--- src/rtl/ctr_pkg.sv ---
package ctr_pkg;
  parameter int unsigned DEF_WIDTH = 5;

  typedef enum logic {
    DIR_DOWN = 1'b0,
    DIR_UP   = 1'b1
  } dir_e;
endpackage

--- src/rtl/tgl_slice.sv ---
module tgl_slice (
  input  logic clk,
  input  logic rst,
  input  logic dir_up,
  input  logic load,
  input  logic load_bit,
  input  logic cup_in,
  input  logic cdn_in,
  output logic q,
  output logic cup_out,
  output logic cdn_out
);
  logic tgl;

  // up: toggle when every lower bit is one; down: when every lower bit is zero
  assign tgl = dir_up ? cup_in : ~cdn_in;

  always_ff @(posedge clk) begin
    if (rst)       q <= 1'b0;
    else if (load) q <= load_bit;
    else           q <= q ^ tgl;
  end

  assign cup_out = cup_in & q;
  assign cdn_out = cdn_in | q;
endmodule

--- src/rtl/tc_decode.sv ---
module tc_decode #(
  parameter int unsigned WIDTH = ctr_pkg::DEF_WIDTH
) (
  input  logic             dir_up,
  input  logic [WIDTH-1:0] up_chain,
  input  logic [WIDTH-1:0] dn_chain,
  output logic             term_cnt
);
  import ctr_pkg::*;
  localparam int unsigned MSB = WIDTH - 1;

  // the last chain link already summarises the whole word
  always_comb begin
    case (dir_e'(dir_up))
      DIR_UP:  term_cnt = up_chain[MSB];
      default: term_cnt = ~dn_chain[MSB];
    endcase
  end
endmodule

--- src/rtl/updn_tgl_counter.sv ---
module updn_tgl_counter #(
  parameter int unsigned WIDTH = ctr_pkg::DEF_WIDTH
) (
  input  logic             clk,
  input  logic             rst,
  input  logic             dir_up,
  input  logic             load,
  input  logic [WIDTH-1:0] load_val,
  output logic [WIDTH-1:0] count,
  output logic             term_cnt,
  output logic [WIDTH-1:0] up_chain,
  output logic [WIDTH-1:0] dn_chain
);
  logic [WIDTH:0] cup_link;
  logic [WIDTH:0] cdn_link;

  // bit 0 always toggles while counting
  assign cup_link[0] = 1'b1;
  assign cdn_link[0] = 1'b0;

  for (genvar i = 0; i < WIDTH; i++) begin : g_slice
    tgl_slice u_slice (
      .clk      (clk),
      .rst      (rst),
      .dir_up   (dir_up),
      .load     (load),
      .load_bit (load_val[i]),
      .cup_in   (cup_link[i]),
      .cdn_in   (cdn_link[i]),
      .q        (count[i]),
      .cup_out  (cup_link[i+1]),
      .cdn_out  (cdn_link[i+1])
    );
  end

  assign up_chain = cup_link[WIDTH:1];
  assign dn_chain = cdn_link[WIDTH:1];

  tc_decode #(.WIDTH(WIDTH)) u_tc (
    .dir_up   (dir_up),
    .up_chain (up_chain),
    .dn_chain (dn_chain),
    .term_cnt (term_cnt)
  );
endmodule

--- config.mk ---
export PLATFORM = sky130hd
export DESIGN_NAME = updn_tgl_counter
export DESIGN_NICKNAME = d
export VERILOG_FILES = /design/src/rtl/ctr_pkg.sv /design/src/rtl/tgl_slice.sv /design/src/rtl/tc_decode.sv /design/src/rtl/updn_tgl_counter.sv
export SDC_FILE = /design/constraint.sdc
export NUM_CORES = 1
export LEC_CHECK = 0
export ABC_AREA = 1
export CAP_MARGIN = 0
export CORE_AREA = 4 4 41 43
export CTS_BUF_LIST = sky130_fd_sc_hd__clkbuf_8 sky130_fd_sc_hd__clkbuf_16
export CTS_CLUSTER_SIZE = 24
export DETAILED_ROUTE_END_ITERATION = 8
export DIE_AREA = 0 0 45 47
export PLACE_DENSITY = 0.75
export SYNTH_ARGS = -nofsm -noshare
export SYNTH_HDL_FRONTEND = slang
export SYNTH_SLANG_ARGS = --single-unit
--- constraint.sdc ---
create_clock -name clk -period 3.3 [get_ports clk]
set_clock_uncertainty 0.15 [all_clocks]
set_input_delay 0.66 -clock clk [delete_from_list [all_inputs] [get_ports clk]]
set_output_delay 0.66 -clock clk [all_outputs]
set_load 0.01 [all_outputs]
==> results_dict.tcl, run 1 <==
set metrics [dict create \
    layout.cells.non_filler 101 \
    grt_start_max_net_pins 11 \
    vias_per_cell 4.257 \
    final_max_slew_viol_count 0 \
    cts.clk_slew.worst_paths_ns 0.03 \
    first_global_vias 363 \
    cts_made_buffers 3 \
    postCtsSetupBuffers 0 \
    path_common_cell "clkdlybuf4s50_1" \
    rsz0062_at_grt "no" \
    die_y_um 47 \
    ios 25 \
    drc_errors 0 \
    timing.final.crit_share_pct 84.83 \
    cp_max_fo 8 \
    status "completed" \
    grt_pass1_wl_um 1317 \
    die_area_mm2 0.002115 \
    track_usage_pct 8.854 \
    maxSlewHeadroom_pct 81.32 \
    syn_inst 74 \
    path_cells "clkdlybuf4s50_1 > nand2_1 > o21ai_1 > clkdlybuf4s50_1" \
    worstSetupPathType "in2out" \
    synth_top_area_cell "buf_4" \
    wl_per_cell_um 8.921 \
    hp-class "reg2reg" \
    max_stage_delay_ns 0.63 \
    fp.coreArea_mm2 0.001301 \
    postPlaceCellArea_um2 609.3 \
    layout_min_cycle_time_ns 2.799 \
    fmax_ghz 0.3572 \
    postRouteAntennaNets 0 \
    area_growth_pct 39.84 \
    gp_congestion 0.6635 \
    layout_common_cells "24 x clkdlybuf4s50_1, 12 x inv_1, 12 x nand2_1" \
    final_common_cell "clkdlybuf4s50_1" \
    hold_viol_final 0 \
    num_antenna_cells 0 \
    setup_tns_ns 0 \
    final_area_um2 654.4 \
    drt-total-wl_um 901 \
    peakVddDrop_uv 211.8 \
    cts_max_path_buffers 2 \
    crit_family "buffers and inverters" \
    drive_gt1_share_pct 11.63 \
    hp-start "g_slice[0].u_slice.q$_SDFF_PP0_" \
    power_density_mw_per_mm2 396.8 \
    hold_path_depth 1 \
    r2r_cells 7 \
    dr.pass1.iters 4 \
    crit_required_ns 2.49 \
    r2r-start "g_slice[0].u_slice.q$_SDFF_PP0_" \
    grt.overflow.total 0 \
    ys_top_cells_by_area "buf_4 24%, dfxtp_1 21%, nand2_1 9.6%, inv_1 8.8%, nand3_1 6.4%" \
    cts_tree "done" \
    yosys_warnings 0 \
    startpoint_type "input port" \
    power_mw 0.2597 \
    top_regs "g_slice.u_slice.q x5" \
    port_buffers 24 \
    nets 96 \
    start_util_pct 35.96 \
    drt_iter0_drc 7 \
    cp.buffers_inverters 2 \
    dp.cells 97 \
    cp-end-kind "output pin" \
    netlist_area_um2 467.9 \
    setup_viol 0 \
    synthesis.nets 83 \
    ctsHtreeMaxLevel 1 \
    ctsResizeCount 0 \
    min_to "g_slice[0].u_slice.q$_SDFF_PP0_" \
    slowest_stage "clkdlybuf4s50_1" \
    drv_cap 0 \
    worstMarginPinSlew_ns 0.2793 \
    largest_register "g_slice.u_slice.q" \
    reg2reg_slack_ns 1.99 \
    insertion_delay_ns 0.22 \
    synth_seq_cells 5 \
    rr_endpoint "g_slice[3].u_slice.q$_SDFF_PP0_" \
    leakage_nw 0.3039 \
    dp_hpwl_um 719.6 \
    yosysTopAreaCellShare_pct 24.06 \
    clockRootBuffer "clkbuf_8" \
    cp.arrival_ns 1.99 \
    seq_area_frac_synth_pct 21.39 \
    syn_avg_cell_area_um2 6.324 \
    antenna_found_initial 0 \
    largest_register_ffs 5 \
    die_w_um 45 \
    rows 13 \
    clock-sinks 5 \
    yosysUniqueCellTypes 19 \
    cts_hold_buf 0 \
    num_vias 430 \
    holdWs_ns 0.4074 \
]
-- how the worst max path moves through the flow --
stage          startpoint  endpoint  slack, ns  cells after the start
3_3_place_gp       dir_up  term_cnt       0.52                      4
6_report           dir_up  term_cnt       0.50                      4
5_1_grt            dir_up  term_cnt       0.43                      4
4_1_cts            dir_up  term_cnt       0.49                      4
3_5_place_dp       dir_up  term_cnt       0.49                      4
2_1_floorplan      dir_up  term_cnt       1.47                      2
-- layout make-up --
| cell class | instances | area (µm²) |
|---|---|---|
| tap | 15 | 18.77 |
| fill | 142 | 646.9 |
| inverter | 13 | 48.80 |
| multi-input combinational | 40 | 201.4 |
| sequential | 5 | 100.1 |
| clock buffer | 3 | 41.29 |
| clock inverter | 1 | 3.754 |
| timing repair buffer | 24 | 240.2 |
-- cells by family after synthesis --
| logic type | share of synthesized area, % |
|---|---|
| XOR/XNOR | 1.872 |
| flip-flops | 21.39 |
| AND/OR/NAND/NOR | 31.28 |
| AO/OA/AOI/OAI | 9.892 |
| buffers and inverters | 35.56 |
-- power breakdown --
| part | internal [mW] | switching [mW] |
|---|---|---|
| clock network | 0.0796 | 0.0289 |
| registers | 0.0661 | 0.00681 |
| logic | 0.0429 | 0.0352 |
-- Yosys cell counts (all sizes together) --
master and n:
a21oi 2, a31oi 1, buf 15, clkbuf 1, clkinv 1, dfxtp 5, inv 12, nand2 14
nand3 7, nand4 1, nor2 8, o21ai 6, xor2 1
-- routing by layer --
metal  vias up  wire length (µm)  share of wire, %  global-route usage [%]
met5         -                 0                 0                       0
met4         0                 0                 0                   8.772
met3         0                92                10                   2.682
met2        15               418                46                   14.41
met1       178               390                43                   8.884
li1        237                 -                 -                       -
-- worst reg2reg max path, delay by kind of cell, from the launching register on --
family,cells,cell delay [ns]
AND/OR/NAND/NOR,6,0.60
flip-flops,1,0.44
buffers and inverters,1,0.03
-- metrics by stage --
stage | setup slack [ns] | utilization [%]
2_1_floorplan | 1.470 | -
3_3_place_gp | 0.5242 | 46.83
3_5_place_dp | 0.4938 | 46.83
4_1_cts | 0.4897 | 50.29
5_1_grt | 0.4277 | 50.29
6_report | 0.5007 | 50.29
Power figures use the tool's default switching activity.
==> run 2: changes to the inputs <==
Clock period 3.3 ns to 2.8 ns, I/O delays scaled along.
==> run 2 against run 1 <==
Compared with the run above: via count rose by 3.5%; wire length is 0.11% lower; utilization increased by 0.58 points; worst setup slack lost 0.20 ns; non-clock buffer count increased by 1; die area did not move; power is 18% higher; critical path depth is 3 higher; final area up 1.1%; sequential cell count stayed put; sequential share of layout area down 0.17 points; critical path type is now reg2out.
==> results_dict.tcl, run 2 (synthesis results as in run 1) <==
set metrics [dict create \
    track_usage_pct 9.486 \
    first_global_vias 395 \
    area_growth_pct 41.44 \
    wl_per_cell_um 8.824 \
    final_common_cell "clkdlybuf4s50_1" \
    die_area_mm2 0.002115 \
    status "completed" \
    drt_iter0_drc 5 \
    setup_viol 0 \
    die_y_um 47 \
    die_w_um 45 \
    ctsResizeCount 0 \
    start_util_pct 35.96 \
    cp-end-kind "output pin" \
    crit_required_ns 2.09 \
    drv_cap 0 \
    vias_per_cell 4.363 \
    insertion_delay_ns 0.22 \
    clockRootBuffer "clkbuf_8" \
    cp_max_fo 7 \
    fp.coreArea_mm2 0.001301 \
    cts_made_buffers 3 \
    final_max_slew_viol_count 0 \
    rsz0062_at_grt "no" \
    antenna_found_initial 0 \
    top_regs "g_slice.u_slice.q x5" \
    hp-class "reg2reg" \
    layout_setup_ws_ns 0.3030 \
    layout_min_cycle_time_ns 2.497 \
    grt_start_max_net_pins 11 \
    ios 25 \
    clock-sinks 5 \
    dp.cells 98 \
    cts_max_path_buffers 2 \
    startpoint_type "register" \
    timing.final.crit_share_pct 89.18 \
    cp.arrival_ns 1.79 \
    worstMarginPinSlew_ns 0.2231 \
    grt_pass1_wl_um 1469 \
    hold_viol_final 0 \
    grt.overflow.total 0 \
    largest_register_ffs 5 \
    num_vias 445 \
    rows 13 \
    drive_gt1_share_pct 12.64 \
    drc_errors 0 \
    port_buffers 24 \
    peakVddDrop_uv 246.5 \
    postCtsSetupBuffers 0 \
    setup_tns_ns 0 \
    layout.cells.non_filler 102 \
    power_density_mw_per_mm2 464.8 \
    worstSetupPathType "reg2out" \
    nets 97 \
    layout_common_cells "24 x clkdlybuf4s50_1, 12 x inv_1, 12 x nand2_1" \
    num_antenna_cells 0 \
    ctsHtreeMaxLevel 1 \
    largest_register "g_slice.u_slice.q" \
    maxSlewHeadroom_pct 85.10 \
    gp_congestion 0.6941 \
    cts_tree "done" \
    drt-total-wl_um 900 \
    dp_hpwl_um 787.2 \
    cts_hold_buf 0 \
    dr.pass1.iters 2 \
    postRouteAntennaNets 0 \
    reg2reg_slack_ns 1.52 \
    fmax_ghz 0.4005 \
    cts.clk_slew.worst_paths_ns 0.03 \
    leakage_nw 0.3087 \
    place_ws_ns 0.3431 \
]
==> run 2: where the power goes <==
part / leakage, nW / total, mW / internal, mW / switching, mW
Combinational: 0.240 / 0.0936 / 0.0515 / 0.0420
Clock: 0.0269 / 0.129 / 0.0939 / 0.0346
Sequential: 0.0417 / 0.0856 / 0.0780 / 0.00760
==> run 2: path summary, 6_finish.rpt <==
| check | startpoint | to | depth (start not counted) |
|---|---|---|---|
| max | g_slice[0].u_slice.q$_SDFF_PP0_ | term_cnt | 7 |
| min | g_slice[0].u_slice.q$_SDFF_PP0_ | g_slice[0].u_slice.q$_SDFF_PP0_ | 1 |
| max reg2reg | g_slice[0].u_slice.q$_SDFF_PP0_ | g_slice[3].u_slice.q$_SDFF_PP0_ | 7 |
| min reg2reg | g_slice[0].u_slice.q$_SDFF_PP0_ | g_slice[0].u_slice.q$_SDFF_PP0_ | 1 |
==> run 2: area by class of cell <==
| class | instances | area (µm²) |
|---|---|---|
| Sequential cell | 5 | 100.1 |
| Fill cell | 146 | 639.4 |
| Multi-Input combinational cell | 40 | 201.4 |
| Timing Repair Buffer | 25 | 247.7 |
| Clock buffer | 3 | 41.29 |
| Tap cell | 15 | 18.77 |
| Clock inverter | 1 | 3.754 |
| Inverter | 13 | 48.80 |
==> run 2: layer usage <==
| layer | global-route usage, % | vias up | routed length, µm |
|---|---|---|---|
| li1 | - | 241 | - |
| met1 | 9.112 | 185 | 357 |
| met2 | 17.23 | 17 | 443 |
| met3 | 2.682 | 2 | 82 |
| met4 | 7.018 | 0 | 17 |
| met5 | 0 | - | 0 |
==> run 2: critical path, stage by stage, from the launching register on <==
cell and delay, ns:
dfxtp_1 0.43, nand2_2 0.13, nor2_4 0.14, nand2_1 0.09, nor2_2 0.11, nand2_1 0.05, o21ai_1 0.07, clkdlybuf4s50_1 0.55
==> run 2: per-stage QoR <==
| stage | util [%] | hold slack [ns] | power (mW) | instance area, µm² |
|---|---|---|---|---|
| 2_1_floorplan | - | 0.3615 | 0.1510 | 467.9 |
| 3_3_place_gp | 47.40 | 0.3821 | 0.1794 | 616.8 |
| 3_5_place_dp | 47.40 | 0.4056 | 0.1815 | 616.8 |
| 4_1_cts | 50.87 | 0.4133 | 0.3119 | 661.9 |
| 5_1_grt | 50.87 | 0.4465 | 0.3297 | 661.9 |
| 6_report | 50.87 | 0.4053 | 0.3076 | 661.9 |
